File: src/rtl/irqc_pkg.sv
package irqc_pkg;
  localparam int unsigned WORD_W   = 32;
  localparam int unsigned CNT_W    = 8;
  localparam int unsigned TMR_W    = 8;
  localparam int unsigned NFLAG    = 3;
  localparam int unsigned FLAG_LSB = 12;
  localparam int unsigned FLAG_MSB = FLAG_LSB + NFLAG - 1;
  localparam int unsigned THR_LSB  = 16;
  localparam int unsigned THR_MSB  = THR_LSB + CNT_W - 1;
  localparam int unsigned DLY_LSB  = THR_MSB + 1;
  localparam int unsigned DLY_MSB  = DLY_LSB + TMR_W - 1;
  localparam int unsigned RUN_BIT  = 0;

  typedef enum int unsigned {
    FL_DONE  = 0,
    FL_DELAY = 1,
    FL_ERR   = 2
  } flag_idx_e;
endpackage

File: src/rtl/irqc_prescaler.sv
module irqc_prescaler #(
  parameter int unsigned DIV = 4
) (
  input  logic clk,
  input  logic rst_n,
  input  logic restart,
  output logic tick
);
  localparam int unsigned PSC_W = (DIV > 2) ? $clog2(DIV) : 1;
  localparam logic [PSC_W-1:0] LAST = PSC_W'(DIV - 1);

  logic [PSC_W-1:0] phase_q;

  assign tick = (phase_q == LAST);

  always_ff @(posedge clk or negedge rst_n) begin
    if (!rst_n) begin
      phase_q <= '0;
    end else if (restart || tick) begin
      phase_q <= '0;
    end else begin
      phase_q <= phase_q + PSC_W'(1);
    end
  end

  a_r5_psc_restart: assert property (@(posedge clk) disable iff (!rst_n)
    restart |=> (phase_q == '0));

  a_r6_psc_range: assert property (@(posedge clk) disable iff (!rst_n)
    phase_q <= LAST);
endmodule

File: src/rtl/irqc_delay_timer.sv
module irqc_delay_timer #(
  parameter int unsigned W = 8
) (
  input  logic         clk,
  input  logic         rst_n,
  input  logic         restart,
  input  logic [W-1:0] start_val,
  input  logic         tick,
  output logic [W-1:0] count,
  output logic         expire
);
  logic [W-1:0] cnt_q;

  assign count  = cnt_q;
  assign expire = tick && (cnt_q == W'(1));

  always_ff @(posedge clk or negedge rst_n) begin
    if (!rst_n) begin
      cnt_q <= '0;
    end else if (restart) begin
      cnt_q <= start_val;
    end else if (tick && (cnt_q != '0)) begin
      cnt_q <= cnt_q - W'(1);
    end
  end

  a_r5_timer_restart: assert property (@(posedge clk) disable iff (!rst_n)
    restart |=> (cnt_q == $past(start_val)));

  a_r6_timer_holds_zero: assert property (@(posedge clk) disable iff (!rst_n)
    (cnt_q == '0 && !restart) |=> (cnt_q == '0));

  a_r6_timer_steps: assert property (@(posedge clk) disable iff (!rst_n)
    (tick && !restart && cnt_q != '0) |=> (cnt_q == $past(cnt_q) - W'(1)));

  a_r6_timer_idle: assert property (@(posedge clk) disable iff (!rst_n)
    (!tick && !restart) |=> $stable(cnt_q));
endmodule

File: src/rtl/irqc_threshold_counter.sv
module irqc_threshold_counter #(
  parameter int unsigned W = 8
) (
  input  logic         clk,
  input  logic         rst_n,
  input  logic         load,
  input  logic [W-1:0] load_val,
  input  logic         done,
  input  logic         rearm,
  input  logic [W-1:0] thr,
  output logic [W-1:0] count,
  output logic         fire
);
  logic [W-1:0] cnt_q;
  logic         last;

  assign last  = (cnt_q <= W'(1));
  assign fire  = done && !load && last;
  assign count = cnt_q;

  always_ff @(posedge clk or negedge rst_n) begin
    if (!rst_n) begin
      cnt_q <= W'(1);
    end else if (load) begin
      cnt_q <= load_val;
    end else if (done) begin
      cnt_q <= last ? thr : (cnt_q - W'(1));
    end else if (rearm) begin
      cnt_q <= thr;
    end
  end

  a_r4_load_wins: assert property (@(posedge clk) disable iff (!rst_n)
    load |=> (cnt_q == $past(load_val)));

  a_r3_reload_on_fire: assert property (@(posedge clk) disable iff (!rst_n)
    (done && !load && cnt_q <= W'(1)) |=> (cnt_q == $past(thr)));

  a_r3_decrement: assert property (@(posedge clk) disable iff (!rst_n)
    (done && !load && cnt_q > W'(1)) |=> (cnt_q == $past(cnt_q) - W'(1)));

  a_r6_rearm: assert property (@(posedge clk) disable iff (!rst_n)
    (rearm && !done && !load) |=> (cnt_q == $past(thr)));
endmodule

File: src/rtl/dma_irq_coalescer.sv
module dma_irq_coalescer
  import irqc_pkg::*;
#(
  parameter int unsigned PRESCALE = 4
) (
  input  logic              clk,
  input  logic              rst_n,
  input  logic              done_i,
  input  logic              fault_i,
  input  logic              ctrl_wr_i,
  input  logic [WORD_W-1:0] ctrl_wdata_i,
  input  logic              stat_wr_i,
  input  logic [WORD_W-1:0] stat_wdata_i,
  output logic [WORD_W-1:0] ctrl_rdata_o,
  output logic [WORD_W-1:0] stat_rdata_o,
  output logic              irq_o
);
  localparam logic [WORD_W-1:0] CTRL_RST = WORD_W'(1) << THR_LSB;
  localparam int unsigned HI_W = WORD_W - FLAG_MSB - 1;

  logic [WORD_W-1:0]   ctrl_q;
  logic [HI_W-1:0]     stat_hi_q;
  logic [FLAG_LSB-1:0] stat_lo_q;
  logic [NFLAG-1:0]    flags_q;
  logic [NFLAG-1:0]    flag_set;
  logic [NFLAG-1:0]    flag_clr;
  logic [NFLAG-1:0]    mask;

  logic [CNT_W-1:0] thr;
  logic [TMR_W-1:0] dly;
  logic [CNT_W-1:0] cnt;
  logic [TMR_W-1:0] tmr;
  logic             tick;
  logic             restart;
  logic             expire;
  logic             fire;
  logic             load;

  assign thr     = ctrl_q[THR_MSB:THR_LSB];
  assign dly     = ctrl_q[DLY_MSB:DLY_LSB];
  assign mask    = ctrl_q[FLAG_MSB:FLAG_LSB];
  assign restart = done_i && (dly != '0);
  assign load    = ctrl_wr_i && ctrl_wdata_i[RUN_BIT];

  irqc_prescaler #(.DIV(PRESCALE)) u_psc (
    .clk     (clk),
    .rst_n   (rst_n),
    .restart (restart),
    .tick    (tick)
  );

  irqc_delay_timer #(.W(TMR_W)) u_tmr (
    .clk       (clk),
    .rst_n     (rst_n),
    .restart   (restart),
    .start_val (dly),
    .tick      (tick),
    .count     (tmr),
    .expire    (expire)
  );

  irqc_threshold_counter #(.W(CNT_W)) u_cnt (
    .clk      (clk),
    .rst_n    (rst_n),
    .load     (load),
    .load_val (ctrl_wdata_i[THR_MSB:THR_LSB]),
    .done     (done_i),
    .rearm    (expire),
    .thr      (thr),
    .count    (cnt),
    .fire     (fire)
  );

  always_comb begin
    flag_set           = '0;
    flag_set[FL_DONE]  = fire;
    flag_set[FL_DELAY] = expire;
    flag_set[FL_ERR]   = fault_i;
    flag_clr           = stat_wr_i ? stat_wdata_i[FLAG_MSB:FLAG_LSB] : '0;
  end

  always_ff @(posedge clk or negedge rst_n) begin
    if (!rst_n) begin
      ctrl_q    <= CTRL_RST;
      stat_hi_q <= '0;
      stat_lo_q <= '0;
      flags_q   <= '0;
    end else begin
      if (ctrl_wr_i) begin
        ctrl_q <= ctrl_wdata_i;
      end
      if (stat_wr_i) begin
        stat_hi_q <= stat_wdata_i[WORD_W-1:FLAG_MSB+1];
        stat_lo_q <= stat_wdata_i[FLAG_LSB-1:0];
      end
      flags_q <= (flags_q & ~flag_clr) | flag_set;
    end
  end

  assign ctrl_rdata_o = {tmr, cnt, ctrl_q[THR_LSB-1:0]};
  assign stat_rdata_o = {stat_hi_q, flags_q, stat_lo_q};
  assign irq_o        = |(flags_q & mask);

  generate
    for (genvar i = 0; i < NFLAG; i++) begin : g_flag_chk
      a_r9_sticky: assert property (@(posedge clk) disable iff (!rst_n)
        (flags_q[i] && !(stat_wr_i && stat_wdata_i[FLAG_LSB+i])) |=> flags_q[i]);
      a_r9_event_beats_clear: assert property (@(posedge clk) disable iff (!rst_n)
        flag_set[i] |=> stat_rdata_o[FLAG_LSB+i]);
    end
  endgenerate

  a_r8_error_flag: assert property (@(posedge clk) disable iff (!rst_n)
    fault_i |=> stat_rdata_o[FLAG_LSB+FL_ERR]);

  a_r9_clear_done: assert property (@(posedge clk) disable iff (!rst_n)
    (stat_wr_i && stat_wdata_i[FLAG_LSB] && !fire) |=> !stat_rdata_o[FLAG_LSB]);

  a_r2_low_half: assert property (@(posedge clk) disable iff (!rst_n)
    ctrl_wr_i |=> (ctrl_rdata_o[THR_LSB-1:0] == $past(ctrl_wdata_i[THR_LSB-1:0])));

  a_r10_irq_needs_flag: assert property (@(posedge clk) disable iff (!rst_n)
    irq_o |-> (stat_rdata_o[FLAG_MSB:FLAG_LSB] != '0));
endmodule

File: config.mk
export PLATFORM = sky130hd
export DESIGN_NAME = dma_irq_coalescer
export DESIGN_NICKNAME = d
export VERILOG_FILES = /design/src/rtl/irqc_pkg.sv /design/src/rtl/irqc_prescaler.sv /design/src/rtl/irqc_delay_timer.sv /design/src/rtl/irqc_threshold_counter.sv /design/src/rtl/dma_irq_coalescer.sv
export SDC_FILE = /design/constraint.sdc
export NUM_CORES = 1
export LEC_CHECK = 0
export BUFFER_PORTS_ARGS = -buffer_cell sky130_fd_sc_hd__buf_2
export CORE_MARGIN = 2
export CORE_UTILIZATION = 50
export DETAILED_ROUTE_END_ITERATION = 10
export GPL_ROUTABILITY_DRIVEN = 0
export PLACE_DENSITY = 0.81
export SETUP_SLACK_MARGIN = 0.4
export SLEW_MARGIN = 15
export SYNTH_ARGS = -nofsm -noshare
export SYNTH_HDL_FRONTEND = slang
export SYNTH_SLANG_ARGS = --single-unit
export TNS_END_PERCENT = 10
File: constraint.sdc
create_clock -name clk -period 2.5 [get_ports clk]
set_clock_uncertainty 0.2 [all_clocks]
set_input_delay 0.25 -clock clk [delete_from_list [all_inputs] [get_ports clk]]
set_output_delay 0.25 -clock clk [all_outputs]
set_load 0.005 [all_outputs]
==> run metrics, run 1 <==
routed wire length=9790 microns; Mapped Cells=310; n_diodes=0; sequential cell fraction of total power=about 47%; Max-cap violations=0; commonest non-fill, non-tap cell in the layout=buf_2; global route overflow=0; Tmin final=2020 ps; # setup viols final=0; Design Area, Final=0.00538 sq mm; Hold WC Path Type=input port to flip-flop; Setup crit start kind=flip-flop; Clock Tree Buf Depth=2; fin util=~74%; Starting Density=about 52%; DRC errors left=0; outcome=finished clean; Crit. End Element=flip-flop; Pleak=0.00247 uW; total CTS buffers=9; DR pass1 iterations=4; r2r endpoint=u_cnt.count[3]; most frequent cells in the layout=buf_2 (133), dfrtp_1 (80), dlygate4sd3_1 (63); row count=31; slew margin rel.=50.6%; endpoints failing hold=0; fin. max-slew vios=0; Least-Margin Pin Slew=740 ps; vias per cell=5.32; CP max FO=6; initial antenna violation count=0; port bufs=134; vias=approximately 3200; Area Growth Syn to Fin=41.4%; Mean Syn Cell Area=12.3 sq um; Core Area=between 0.007 and 0.008 sq mm; Required @ worst endpoint=2520 ps; post-detail-place hpwl=6190 microns; clock power share=33.5%; fraction of layout cells with a size suffix above 1=48.0%; asr flop ratio synth=100%; CTS tree=yes; CTS Sinks=82; WHS=between 20 and 25 ps; nets@finish=567; Logic pwr share=19.8%; Synth Cell Area=0.00380 sq mm; Mapped Nets=between 300 and 400; Total Die Area=0.00832 sq mm; setup_tns=0 ps; vias in the first global route=around 3300; first-pass GRT wire length=15800 microns; R2R cell count=7; critical path arrival=a little over 2000 ps; remaining antenna violation count=0; clk_lat worst skew=between 300 and 400 ps; worst vdd ir=0.379 mV; chip width=91.2 microns; root buf cell=clkbuf_8; largest net degree at the start of global routing=44; period utilisation layout=80.7%; warnings from Yosys=0; synthesized flop and latch total=82; Post-synth EDFFs=0; Critical R2R Launch=u_cnt.count[0]; switching share of power=about a quarter; placed cell areas=~0.0045 sq mm; Setup Crit Path Kind=flip-flop to flip-flop; power per cell area=639 mW/mm^2; RSZ-0062 raised after global routing=yes; CTS HTree Levels=3; Cell Int Power=2520 uW; sequential share of the synthesized area=54.0%; WL per Instance=approximately 16 microns; GRT Resource Usage Total=a little under a quarter; flop2flop setup slack=480 ps; DIE HEIGHT=91.2 microns; drt initial violations=around 140; Reg clk slew, reported paths=80 ps; fill count=between 500 and 600; Top Ports=135; Fmax=496 MHz; crit path launch=u_cnt.count[0]; end point of the critical path=u_cnt.count[3]; Synth Flop Type=dfrtp_1; Unique masters post-synth=45; net switching power=918 uW
==> logic make-up after synthesis <==
family                   Yosys count  share of synthesized area [%]
multiplexers                      65                           19.1
XOR/XNOR                           6                           1.38
AND/OR/NAND/NOR                   56                           7.66
buffers and inverters             42                           6.02
flip-flops                        82                           54.0
AO/OA/AOI/OAI                     53                           9.80
adder cells (fa/ha/maj)            6                           1.97
==> metrics by stage <==
step,worst slack [ps],total power (uW),std cells
2_1_floorplan,401,1960,310
4_1_cts,419,3430,595
3_5_place_dp,386,2200,516
6_report,483,3440,595
3_3_place_gp,470,2170,516
5_1_grt,330,3610,595
==> synth_stat cells (2+ instances only) <==
master / n / area share [%]
o211ai_1: 2 / 0.39
o31a_2: 2 / 0.53
o21ai_0: 7 / 0.92
mux2i_1: 3 / 0.79
nor3b_1: 2 / 0.39
a31oi_1: 6 / 0.99
and3_1: 3 / 0.49
o22ai_1: 3 / 0.49
nor2_1: 8 / 0.79
buf_4: 16 / 3.2
a21oi_1: 10 / 1.3
dfstp_2: 2 / 1.4
or3_1: 4 / 0.66
and2_1: 2 / 0.33
xnor2_1: 5 / 1.2
a32o_1: 2 / 0.53
or2_2: 2 / 0.33
a211oi_1: 6 / 1.2
clkbuf_1: 9 / 0.89
nor4_1: 5 / 0.82
buf_2: 2 / 0.26
mux2_2: 62 / 18
nor3_1: 10 / 1.3
a31o_2: 2 / 0.46
o31ai_1: 5 / 0.99
inv_1: 9 / 0.89
ha_1: 6 / 2.0
dfrtp_1: 80 / 53
buf_1: 4 / 0.39
nand2_1: 16 / 1.6
==> how the worst min path moves through the flow <==
stage / slack (ps) / from / endpoint / cells past startpoint
after floorplan: -250 / rst_n / ctrl_q[0] / 0
after global placement: 70 / rst_n / stat_hi_q[8] / 1
after detailed placement: 70 / rst_n / stat_hi_q[8] / 1
after CTS: 10 / stat_wdata_i[13] / flags_q[1] / 3
after global routing: 20 / stat_wdata_i[13] / flags_q[1] / 3
final: 20 / stat_wdata_i[13] / flags_q[1] / 3
==> critical path: stages, from the launching register on <==
cell     delay (ps)
dfstp_2         570
inv_1            60
ha_2            210
o21ba_2         230
a31oi_1         170
buf_4           170
mux2i_1         180
o22ai_1          90
==> per-layer routing <==
layer	up-vias	global-route usage, %	part of all wire [%]
met5	-	0	0
met4	0	8.59	2.2
met3	19	5.23	5.6
met2	126	42.2	53
met1	1554	28.8	39
li1	1468	-	-
==> sequential cells by signal, summed over array words and instances (netlist names) <==
signal / count
ctrl_q: 32
stat_hi_q: 17
stat_lo_q: 12
u_cnt.count: 8
u_tmr.count: 8
flags_q: 3
u_psc.phase_q: 2
==> power groups by stage <==
stage / Combinational (uW) / Sequential, uW / Clock [uW]
6_report: 680 / 1600 / 1150
2_1_floorplan: 361 / 1600 / 0
5_1_grt: 748 / 1630 / 1230
4_1_cts: 665 / 1590 / 1170
3_3_place_gp: 564 / 1610 / 0
3_5_place_dp: 582 / 1620 / 0
==> timing repair <==
item                       in CTS  in global routing
hold buffers                   63                  0
resized for setup               1                  8
setup endpoints to repair       2                 11
hold endpoints to repair      107                  0
buffers inserted                0                  0
==> cell type report <==
class,instances,area (sq um),share of cell area (%)
timing repair buffer,203,1360,25.3
tap,99,124,2.30
clock inverter,7,118,2.19
multi-input combinational,186,1560,29.1
sequential,82,2050,38.2
inverter,9,33.8,0.628
clock buffer,9,124,2.30
Power figures use the tool's default switching activity.
==> inputs of run 2 (changes only) <==
Clock period 2.5 ns to 2 ns, I/O delays scaled along.
==> run metrics, run 2 (same netlist as run 1, synthesis figures left out) <==
CTS tree=yes; initial antenna violation count=0 (unchanged); flop2flop setup slack=50 ps (-430 ps); Critical R2R Launch=u_cnt.count[0]; vias in the first global route=3447 (+5.6%); sequential cell fraction of total power=46.7% (about the same); r2r endpoint=u_cnt.count[4]; Required @ worst endpoint=2030 ps (-490 ps); fin. max-slew vios=0 (unchanged); biggest regs=ctrl_q (32), stat_hi_q (17), stat_lo_q (12); nets@finish=590 (+4.1%); DIE HEIGHT=91.2 microns (unchanged); global route overflow=0 (unchanged); commonest non-fill, non-tap cell in the layout=buf_2; worst vdd ir=0.446 mV (+18%); Pleak=0.00260 uW (+5.1%); Logic pwr share=25.6% (+5.8 points); fill count=480 (-8.6%); total CTS buffers=9 (unchanged); Tot Pwr=4240 uW (+23%); row count=31 (unchanged); worst hold endpoint=u_cnt.count[5]; largest net degree at the start of global routing=36 (-18%); WL per Instance=17.6 microns (+6.8%); vias=3282 (+3.6%); Crit. End Element=flip-flop; DRC errors left=0 (unchanged); slew margin rel.=76.4% (+26 points); DR pass1 iterations=4 (unchanged); remaining antenna violation count=0 (unchanged); period utilisation layout=97.6% (+17 points); Design Area, Final=0.00570 sq mm (+6.0%); R2R cell count=6 (-1); RSZ-0062 raised after global routing=yes; Reg with most FFs=ctrl_q; Starting Density=52.2% (unchanged); outcome=finished clean; Least-Margin Pin Slew=353 ps (-388 ps); final worst slack=48.6 ps (-435 ps); hold depth=4 (+1); Clock Tree Buf Depth=2 (unchanged); clk_lat worst skew=350 ps (about the same); root buf cell=clkbuf_8; first-pass GRT wire length=16800 microns (+6.9%); clock power share=27.6% (-5.9 points); placed cell areas=0.00463 sq mm (+3.8%); net switching power=1200 uW (+31%); Top Ports=135 (unchanged); Reg clk slew, reported paths=80 ps (about the same); Hold WC Path Type=input port to flip-flop; routed wire length=10800 microns (+11%); most frequent cells in the layout=buf_2 (133), dfrtp_1 (79), dlygate4sd3_1 (65); n_diodes=0 (unchanged); fraction of layout cells with a size suffix above 1=53.9% (+5.9 points); endpoints failing hold=0 (unchanged); vias per cell=5.32 (about the same); Cell Int Power=3040 uW (+21%); drt initial violations=164 (+20%); Total Die Area=0.00832 sq mm (unchanged); pre-CTS setup slack=-59.5 ps (-445 ps); CP max FO=6 (unchanged); critical path arrival=1980 ps (-60 ps); Core Area=0.00729 sq mm (unchanged); Fmax=512 MHz (+3.3%); CTS HTree Levels=3 (unchanged); Setup Crit Path Kind=flip-flop to flip-flop; port bufs=134 (unchanged); Area Growth Syn to Fin=49.8%; GRT Resource Usage Total=25.8% (+1.9 points); CTS Sinks=82 (unchanged); hold path start=ctrl_wdata_i[0]; Setup crit start kind=flip-flop; Max-cap violations=0 (unchanged); post-detail-place hpwl=6740 microns (+8.9%); Largest register FFs=32 (unchanged); chip width=91.2 microns (unchanged); Tmin final=1950 ps (-65.3 ps); fin util=78.2% (+4.4 points); switching share of power=28.3% (+1.6 points); power per cell area=744 mW/mm^2 (+16%); # setup viols final=0 (unchanged)
-- run 2: cell count changes in the layout (fill, tap and decap cells not counted), moves of 3 or more --
cell,before,now
ha_4,0,4
buf_4,6,26
o21ai_0,7,3
inv_1,9,6
a211oi_2,0,3
o21ai_1,0,4
a211oi_1,6,3
-- run 2: per-layer routing --
layer	part of all wire [%]	GRT usage [%]
met2	54	47.2
met4	2.0	8.96
met3	5.5	5.15
met1	38	30.0
met5	0	0
-- run 2: worst max-delay path: stages, from the launching register on --
cell and delay (ps):
dfstp_2 570, inv_2 60, ha_4 170, o21ba_4 210, a31oi_4 290, mux2i_1 230, o22ai_1 110
-- run 2: what timing repair did --
action | in CTS | in global routing
hold buffers | 65 | 0
endpoints found under the hold margin | 148 | 0
setup endpoints to repair | 18 | 19
pin swaps | 6 | 24
setup buffers | 2 | 1
resized for setup | 11 | 37
-- run 2: how the worst max path moves through the flow --
stage                              start              to  depth (start not counted)
after floorplan           u_cnt.count[2]  u_cnt.count[7]                          6
after global placement    u_cnt.count[0]  u_cnt.count[3]                          6
after detailed placement  u_cnt.count[3]  u_cnt.count[5]                          4
after CTS                 u_cnt.count[5]  u_cnt.count[7]                          4
after global routing      u_cnt.count[0]  u_cnt.count[4]                          6
final                     u_cnt.count[0]  u_cnt.count[4]                          6
-- run 2: layout make-up --
cell class	count	area (sq um)	share of cell area, %
sequential	82	2060	36.1
multi-input combinational	186	1750	30.6
timing repair buffer	226	1550	27.2
clock buffer	12	145	2.55
tap	99	124	2.17
clock inverter	3	40.0	0.703
inverter	9	36.3	0.637
-- run 2: per-stage QoR --
step	cells	hold WS [ps]	setup TNS [ps]
after global routing	617	68.9	-16.4
after CTS	616	26.2	0
after global placement	534	-71.9	0
final	617	38.8	0
after floorplan	310	-296	0
after detailed placement	534	-64.8	-152
-- run 2: power by group through the flow --
stage	sequential, uW	combinational, uW	clock, uW
3_3_place_gp	1980	819	0
6_report	1980	1090	1170
3_5_place_dp	1990	850	0
2_1_floorplan	2000	464	0
4_1_cts	1960	991	1190
5_1_grt	2000	1170	1250
